## src/rtl/irq_credit_mod_pkg.sv

```systemverilog
// Shared types for the credit-based interrupt moderator.
// Assumes message-signalled vectors of at most 8 bits.
package irq_credit_mod_pkg;

    // Ring kind; the encoding selects the vector mapping
    typedef enum logic [1:0] {
        RING_CMD  = 2'd0,
        RING_EVT  = 2'd1,
        RING_TEST = 2'd2,
        RING_DATA = 2'd3
    } ring_kind_e;

    // First vector number used by data rings
    localparam int DATA_VEC_BASE = 4;

endpackage

```

## src/rtl/irq_cred_counter.sv

```systemverilog
// Outstanding-credit counter.
// Adds one per completion (holding at all-ones), then subtracts the returned
// credits. An over-return clamps the count to zero and sets a sticky error.
// Assumes at most one completion per cycle.
module irq_cred_counter #(
    parameter int CNT_W = 32
) (
    input  logic             clk,
    input  logic             rst_n,
    input  logic             done_i,
    input  logic             wr_i,
    input  logic [CNT_W-1:0] val_i,
    output logic [CNT_W-1:0] cnt_o,
    output logic             err_o,
    output logic             nxt_zero_o
);
    localparam logic [CNT_W-1:0] CNT_MAX = {CNT_W{1'b1}};

    logic [CNT_W-1:0] cnt_q;
    logic [CNT_W-1:0] bumped;
    logic [CNT_W-1:0] cnt_d;
    logic             under;
    logic             err_q;

    // Apply the completion before the credit return
    always_comb begin
        bumped = (done_i && (cnt_q != CNT_MAX)) ? cnt_q + 1'b1 : cnt_q;
        under  = wr_i && (val_i > bumped);
        if (!wr_i) begin
            cnt_d = bumped;
        end else if (under) begin
            cnt_d = '0;
        end else begin
            cnt_d = bumped - val_i;
        end
    end

    // Count register
    always_ff @(posedge clk) begin
        if (!rst_n) begin
            cnt_q <= '0;
        end else begin
            cnt_q <= cnt_d;
        end
    end

    // Sticky over-return flag
    always_ff @(posedge clk) begin
        if (!rst_n) begin
            err_q <= 1'b0;
        end else if (under) begin
            err_q <= 1'b1;
        end
    end

    assign cnt_o      = cnt_q;
    assign err_o      = err_q;
    assign nxt_zero_o = (cnt_d == '0);
endmodule

```

## src/rtl/irq_automask.sv

```systemverilog
// Auto-mask state and fire decision.
// A credit write either unmasks silently (count reaches zero) or re-fires
// and stays masked. Otherwise the first completion while unmasked fires and
// masks. Assumes nxt_zero_i already reflects the same-cycle completion.
module irq_automask (
    input  logic clk,
    input  logic rst_n,
    input  logic done_i,
    input  logic wr_i,
    input  logic nxt_zero_i,
    output logic fire_o,
    output logic mask_o
);
    logic mask_q;
    logic mask_d;
    logic fire_d;
    logic fire_q;

    // Decide the next mask state and whether to fire
    always_comb begin
        mask_d = mask_q;
        fire_d = 1'b0;
        if (wr_i) begin
            mask_d = !nxt_zero_i;
            fire_d = !nxt_zero_i;
        end else if (done_i && !mask_q) begin
            mask_d = 1'b1;
            fire_d = 1'b1;
        end
    end

    // Mask and request registers
    always_ff @(posedge clk) begin
        if (!rst_n) begin
            mask_q <= 1'b0;
            fire_q <= 1'b0;
        end else begin
            mask_q <= mask_d;
            fire_q <= fire_d;
        end
    end

    assign fire_o = fire_q;
    assign mask_o = mask_q;
endmodule

```

## src/rtl/irq_vec_map.sv

```systemverilog
// Derives the ring's interrupt vector from its kind and index.
// Assumes 4 + RING_INDEX fits in VEC_W bits for data rings.
module irq_vec_map
    import irq_credit_mod_pkg::*;
#(
    parameter ring_kind_e RING_KIND  = RING_DATA,
    parameter int         RING_INDEX = 0,
    parameter int         VEC_W      = 8
) (
    output logic [VEC_W-1:0] vec_o
);
    // Select the mapping for this ring kind
    generate
        if (RING_KIND == RING_DATA) begin : g_data
            localparam int VNUM = DATA_VEC_BASE + RING_INDEX;
            assign vec_o = VNUM[VEC_W-1:0];
        end else begin : g_fixed
            localparam int VNUM = int'(RING_KIND);
            assign vec_o = VNUM[VEC_W-1:0];
        end
    endgenerate
endmodule

```

## src/rtl/irq_credit_mod.sv

```systemverilog
// Credit-based interrupt moderator for one descriptor ring.
// Counts completed descriptors that the host has not yet consumed and
// raises a one-cycle request tagged with the ring's vector, under an
// internal auto-mask. Synchronous active-low reset.
module irq_credit_mod
    import irq_credit_mod_pkg::*;
#(
    parameter int         CNT_W      = 32,
    parameter int         VEC_W      = 8,
    parameter ring_kind_e RING_KIND  = RING_DATA,
    parameter int         RING_INDEX = 3
) (
    input  logic             clk,
    input  logic             rst_n,
    input  logic             done_i,
    input  logic             cred_wr_i,
    input  logic [CNT_W-1:0] cred_val_i,
    output logic             irq_o,
    output logic [VEC_W-1:0] irq_vec_o,
    output logic [CNT_W-1:0] credits_o,
    output logic             masked_o,
    output logic             ovr_err_o
);
    logic nxt_zero;

    irq_cred_counter #(.CNT_W(CNT_W)) u_cnt (
        .clk        (clk),
        .rst_n      (rst_n),
        .done_i     (done_i),
        .wr_i       (cred_wr_i),
        .val_i      (cred_val_i),
        .cnt_o      (credits_o),
        .err_o      (ovr_err_o),
        .nxt_zero_o (nxt_zero)
    );

    irq_automask u_mask (
        .clk        (clk),
        .rst_n      (rst_n),
        .done_i     (done_i),
        .wr_i       (cred_wr_i),
        .nxt_zero_i (nxt_zero),
        .fire_o     (irq_o),
        .mask_o     (masked_o)
    );

    irq_vec_map #(
        .RING_KIND  (RING_KIND),
        .RING_INDEX (RING_INDEX),
        .VEC_W      (VEC_W)
    ) u_vec (
        .vec_o (irq_vec_o)
    );
endmodule

```

## config.mk

```make
export PLATFORM = sky130hd
export DESIGN_NAME = irq_credit_mod
export DESIGN_NICKNAME = d
export VERILOG_FILES = /design/src/rtl/irq_credit_mod_pkg.sv /design/src/rtl/irq_cred_counter.sv /design/src/rtl/irq_automask.sv /design/src/rtl/irq_vec_map.sv /design/src/rtl/irq_credit_mod.sv
export SDC_FILE = /design/constraint.sdc
export NUM_CORES = 1
export LEC_CHECK = 0
export ABC_CLOCK_PERIOD_IN_PS = 8900
export BUFFER_PORTS_ARGS = -buffer_cell sky130_fd_sc_hd__buf_2
export CAP_MARGIN = 5
export CORE_MARGIN = 1
export CORE_UTILIZATION = 40
export CTS_BUF_LIST = sky130_fd_sc_hd__clkbuf_4
export CTS_CLUSTER_SIZE = 24
export DETAILED_ROUTE_END_ITERATION = 10
export HOLD_SLACK_MARGIN = 0.08
export PLACE_DENSITY_LB_ADDON = 0.12
export SYNTH_ARGS = -nofsm -noshare
export SYNTH_HDL_FRONTEND = slang
export SYNTH_SLANG_ARGS = --single-unit
```

## constraint.sdc

```tcl
create_clock -name clk -period 8.9 [get_ports clk]
set_input_delay 1.335 -clock clk [delete_from_list [all_inputs] [get_ports clk]]
set_output_delay 1.335 -clock clk [all_outputs]
set_load 0.02 [all_outputs]
```

* Yosys cells after proc, flatten, opt, wreduce, memory -nomap -nowiden
Cells that the tools add are included.
** Word-level totals
- Register bits after elaboration :: 35
- Input port bits :: 36
- Output and inout bits :: 43
** Cells by class
- $add $sub $neg :: 2
- $lt $le $gt $ge :: 1
- Equality and inequality tests :: 1
- Multiplexer cells :: 7
- Reduce and logical (&&, ||, !) cells :: 7
** Operator list (number)
- $mux W32 :: 3
- $add A32 B1 Y32 const B :: 1
- $gt A32 B32 Y1 :: 1
- $logic_not A32 Y1 :: 1
- $ne A32 B32 Y1 const B :: 1
- $sub A32 B32 Y32 :: 1
- $mux W1 :: 4
- $logic_and A1 B1 Y1 :: 3
- $logic_not A1 Y1 :: 2
- $reduce_bool A2 Y1 :: 1

* Logic depth before layout (Yosys ltp)
- Depth in word-level cells :: 10
- Depth in mapped cells :: 21
- Gate-level depth less buffers :: 20

* Hierarchy
From an unflattened synthesis, not the netlist that was laid out.
** Second synthesis, totals
- Cells, all modules :: 587
- Area, all modules :: 4334.2 sq um
** By module, submodules not included
- irq_cred_counter :: times used 1, cells an instance 570, area each 4191.5 sq um, sequential area each 660.6 sq um
- irq_automask :: times used 1, cells an instance 7, area each 75.1 sq um, sequential area each 40.0 sq um
- irq_vec_map :: times used 1, cells an instance 10, area each 67.6 sq um, sequential area each 0.0 sq um

* Least setup slack after synthesis
No wires, ideal clock.
- Path kind :: input to register
- Start :: input done_i
- End :: register u_mask.fire_q (netlist: u_mask.fire_o)
- Arrival :: 5.120 ns
- Required time :: 8.781 ns
- Path slack :: 3.661 ns
- Stages on the path :: 17
- Path buffers :: 1
- Cells stage by stage :: nand2_1 nor4_1 o211ai_1 nor2_1 xor2_1 ha_1 clkbuf_1 nand2_1 o21a_1 o221a_2 o221ai_1 o211ai_1 nand2_1 a32o_1 a21o_1 or4_4 o221a_1
** On the way
- Cells in the longest elaborated chain, start to end :: 9
** Ends and longest elaborated chain
- start, declared :: RTL line irq_credit_mod.sv:15 : input logic done_i,
- $logic_and A1 B1 Y1 :: RTL line irq_cred_counter.sv:27 : bumped = (done_i && (cnt_q != CNT_MAX)) ? cnt_q + 1'b1 : cnt_q;
- $mux W32 :: RTL line irq_cred_counter.sv:27
- $gt A32 B32 Y1 :: RTL line irq_cred_counter.sv:28 : under = wr_i && (val_i > bumped);
- $logic_and A1 B1 Y1 :: RTL line irq_cred_counter.sv:28
- $mux W32 :: RTL line irq_cred_counter.sv:31 : end else if (under) begin
- $mux W32 :: RTL line irq_cred_counter.sv:29 : if (!wr_i) begin
- $logic_not A32 Y1 :: RTL line irq_cred_counter.sv:58 : assign nxt_zero_o = (cnt_d == '0);
- $logic_not A1 Y1 :: RTL line irq_automask.sv:25 : fire_d = !nxt_zero_i;
- $mux W1 * :: RTL line irq_automask.sv:23 : if (wr_i) begin
- end signal, assigned :: RTL line irq_automask.sv:39 : fire_q <= fire_d;
- end, declared :: RTL line irq_automask.sv:17 : logic fire_q;
Mark *: on every way between the ends. The rest lies on a longest branch, timed or not.
A chain may end at the register's enable or synchronous reset.

* Worst setup path after layout
- Start :: register u_cnt.cnt_q[13] (netlist: u_cnt.cnt_o[13])
- End :: register u_mask.fire_q (netlist: u_mask.fire_o)
** On the way
- Cells in the longest elaborated chain, start to end :: 10
** Ends and longest elaborated chain
- start, declared :: RTL line irq_cred_counter.sv:19 : logic [CNT_W-1:0] cnt_q;
- start signal, assigned :: RTL line irq_cred_counter.sv:43 : cnt_q <= cnt_d;
- parallel branches: the longest is 2 deep, another holds $add A32 B1 Y32
- $mux W32 * :: RTL line irq_cred_counter.sv:27
- $gt A32 B32 Y1 :: RTL line irq_cred_counter.sv:28
- $logic_and A1 B1 Y1 :: RTL line irq_cred_counter.sv:28
- $mux W32 :: RTL line irq_cred_counter.sv:31
- $mux W32 * :: RTL line irq_cred_counter.sv:29
- $logic_not A32 Y1 * :: RTL line irq_cred_counter.sv:58
- $logic_not A1 Y1 * :: RTL line irq_automask.sv:25
- $mux W1 * :: RTL line irq_automask.sv:23
Mark *: on every way between the ends.

==> impl_metrics.json <==
{
  "ctsLongestPathBuffers": 2,
  "cts_tree": "done",
  "pre_cts_ws_ps": 2440,
  "cts.sinks": 35,
  "maxSlewHeadroom_pct": 21.0,
  "synthArstFlopShare_pct": 0,
  "portBuffers": 70,
  "total_power_mw": 0.546,
  "hold_buffers": 0,
  "drt_wl_total_mm": 13.9,
  "worst-r2r-cell-count": 18,
  "clk_pin_slew_ps": 110,
  "critical_path_class": "register to register",
  "via_count": 4597,
  "hp-class": "register to register",
  "antenna_found_initial": 0,
  "power_leakage_nw": 2.22,
  "drtAntennaViolNets": 0,
  "fin_crit_ps": 6240,
  "vdd_drop_max_v": 0.0000615,
  "status": "complete, no violations",
  "fmax_mhz": 160,
  "drt_iter0_drc": 188,
  "synth-seq-cells": 35,
  "worst_slew_pin_slew_ps": 1160,
  "hold_end": "u_cnt.err_o$_SDFFE_PN0N_",
  "r2r_start": "u_cnt.cnt_o[13]$_SDFF_PN0_",
  "cts_setup_buffers": 0,
  "htree_levels": 2,
  "setup_tns_ps": 0,
  "die_x_um": 105,
  "hold_start": "u_cnt.err_o$_SDFFE_PN0N_",
  "synth_top_cell_by_area": "dfxtp_1",
  "crit_path_end_kind": "register",
  "wl_per_cell_um": 17.6,
  "fin_crit_sh_pct": 70.1,
  "viasPerCell": 5.81,
  "p_seq_share_pct": 34.0,
  "synthCells": 603,
  "rsz0062_at_grt": "false",
  "slew_violations": 0,
  "die_h_um": 105,
  "placementRows": 37,
  "p_int_mw": 0.301,
  "fin_ws_ps": 2660,
  "drc": 0,
  "seq_area_frac_synth_pct": 16.5,
  "regArea_um2": 701,
  "grt_pass1_wl_mm": 22.2,
  "synthTopCellsByArea": "dfxtp_1 16%, ha_1 9.7%, a21oi_1 6.0%",
  "hold_viol_final": 0,
  "clk_latency_ps": 360,
  "hpwlAfterDp_mm": 11.4,
  "gr-total-overflow": 0,
  "cts_resized": 0,
  "grt_max_degree": 37,
  "start_kind": "register",
  "crit_arrival_ps": 6490,
  "switching_share_pct": 44.9,
  "switchingPower_mw": 0.245,
  "synth_top_area_share_pct": 16.5,
  "crit_fanout": 12,
  "nFillCells": 1097,
  "synth-simple-area-share_pct": 29.1,
  "muxShareOfSynthArea_pct": 1.21,
  "drive_gt1_share_pct": 14.0,
  "nets": 724,
  "cts_made_buffers": 5,
  "io_pins": 79,
  "grt_use_total_pct": 25.4,
  "regToRegEndpoint": "u_mask.fire_o$_SDFF_PN0_",
  "hold_path_depth": 1,
  "powerDensity_mw_per_mm2": 116,
  "synth_cell_type_count": 71,
  "synth_fa_ha_area_share_pct": 10.2,
  "clkPwrFrac_pct": 16.7,
  "core_mm2": 0.0103,
  "finalSetupViolCount": 0,
  "gp_congestion": 0.958,
  "multiInputGateArea_mm2": 0.00324,
  "avgSynthCellArea_um2": 7.05,
  "maxCapViolCount": 0,
  "synthXorXnorAreaFrac_pct": 10.3,
  "synth-compound-area-share_pct": 24.7,
  "die_area_mm2": 0.0111,
  "synth_top_family_by_area": "simple AND/OR/NAND/NOR gates",
  "diodes": 0,
  "worstPathRequired_ps": 9160,
  "first_global_vias": 4255,
  "comb_power_share_pct": 49.3,
  "drt-pass1-iter-count": 5,
  "synth_edf_count": 0,
  "yosys_warnings": 0,
  "ys.flop_type": "dfxtp_1",
  "ctsRootBufferMaster": "clkbuf_4",
  "r2r_slack_ps": 2660,
  "syn2layout_area_growth_pct": 10.5,
  "finalClockSkew_ps": 21.5,
  "start_util_pct": 41.2,
  "syn_area_mm2": 0.00425
}
cells in the final DEF, fill, tap and decap left out, drive strengths merged, types with 3 or more instances in the layout:
cell type and instances:
o31ai 3, nand2 62, nor4 5, a22oi 5, and4 11, o21a 10, nor3 17, conb 8
o2bb2ai 4, clkbuf 6, a31oi 5, o211ai 7, nor2b 5, a22o 3, o21ai 34, a21o 7
a21oi 51, a32oi 3, nand3 21, nand2b 4, inv 45, dfxtp 35, mux2i 4, and2 24
nor2 44, and3 10, or4 3, nand4 21, xnor2 19, buf 71, ha 33, xor2 30
a211oi 5
power groups by stage:
stage / registers, mW / clock network, mW / logic (mW)
finish: 0.186 / 0.0913 / 0.270
global route: 0.187 / 0.100 / 0.295
CTS: 0.185 / 0.0918 / 0.267
detailed placement: 0.189 / 0 / 0.265
global placement: 0.189 / 0 / 0.265
floorplan: 0.200 / 0 / 0.178
Yosys cell counts, drive strengths merged, types with 7 or more instances:
| library cell | n |
|---|---|
| nand2 | 62 |
| a21oi | 51 |
| inv | 45 |
| nor2 | 44 |
| dfxtp | 35 |
| o21ai | 34 |
| ha | 33 |
| xor2 | 30 |
| and2 | 24 |
| clkbuf | 23 |
| nand3 | 21 |
| nand4 | 21 |
| xnor2 | 19 |
| nor3 | 17 |
| and4 | 11 |
| and3 | 10 |
| buf | 10 |
| o21a | 10 |
| a21o | 7 |
| o211ai | 7 |
per-stage QoR:
stage | instance area, um2 | instances | utilization [%] | hold WS (ps)
after floorplan | 4280 | 609 | - | 593
after global placement | 4640 | 783 | 45.0 | 443
after detailed placement | 4640 | 783 | 45.0 | 448
after CTS | 4700 | 791 | 45.5 | 476
after global routing | 4700 | 791 | 45.5 | 501
final | 4700 | 791 | 45.5 | 471
flip-flops by register name, indices dropped and copies added, names as in the netlist:
name           flops
u_mask.mask_o      1
u_mask.fire_o      1
u_cnt.cnt_o       32
u_cnt.err_o        1
kinds of logic (layout without fill, tap and decap cells):
logic type      after synthesis  in the layout
flops                        35             35
simple gates                236            236
mux                           5              5
compound gates              163            163
buf+inv                      79            125
fa+ha+maj                    34             34
xor+xnor                     49             49
other cells                   2              8
layout make-up:
type | instances | area share (%)
clock buffer | 6 | 0.958
clock inverter | 2 | 0.266
inverter | 46 | 3.67
multi-input combinational | 495 | 69.0
sequential | 35 | 14.9
tap | 136 | 3.62
timing repair buffer | 71 | 7.61
critical path, stage by stage (launching register included):
cell and delay, ps:
dfxtp_1 480, and4_1 410, nand3_4 140, or4_4 510, nand2_1 210, xor2_1 250, ha_1 210, inv_1 60
fa_1 420, a211oi_1 280, o21ai_1 230, a21oi_1 420, nor4_1 180, o211ai_1 470, nand2_1 320, nand2_1 490
o22ai_1 210, or4_4 580, o221a_1 250
worst max path at each step:
stage | startpoint | to | slack (ps)
2_1_floorplan | done_i | u_mask.fire_o$_SDFF_PN0_ | 3660
3_3_place_gp | done_i | u_mask.fire_o$_SDFF_PN0_ | 2670
3_5_place_dp | done_i | u_mask.fire_o$_SDFF_PN0_ | 2440
4_1_cts | u_cnt.cnt_o[13]$_SDFF_PN0_ | u_mask.fire_o$_SDFF_PN0_ | 2770
5_1_grt | u_cnt.cnt_o[13]$_SDFF_PN0_ | u_mask.fire_o$_SDFF_PN0_ | 2250
6_report | u_cnt.cnt_o[13]$_SDFF_PN0_ | u_mask.fire_o$_SDFF_PN0_ | 2660
per-layer routing:
metal  GRT usage (%)  routed length [um]  up-vias
met3            2.37                 749       38
met5               0                   0        -
li1                -                   -     2259
met2            42.1                6460      188
met1            34.1                6270     2112
met4            9.46                 456        0
(Power assumes the default switching activity.)
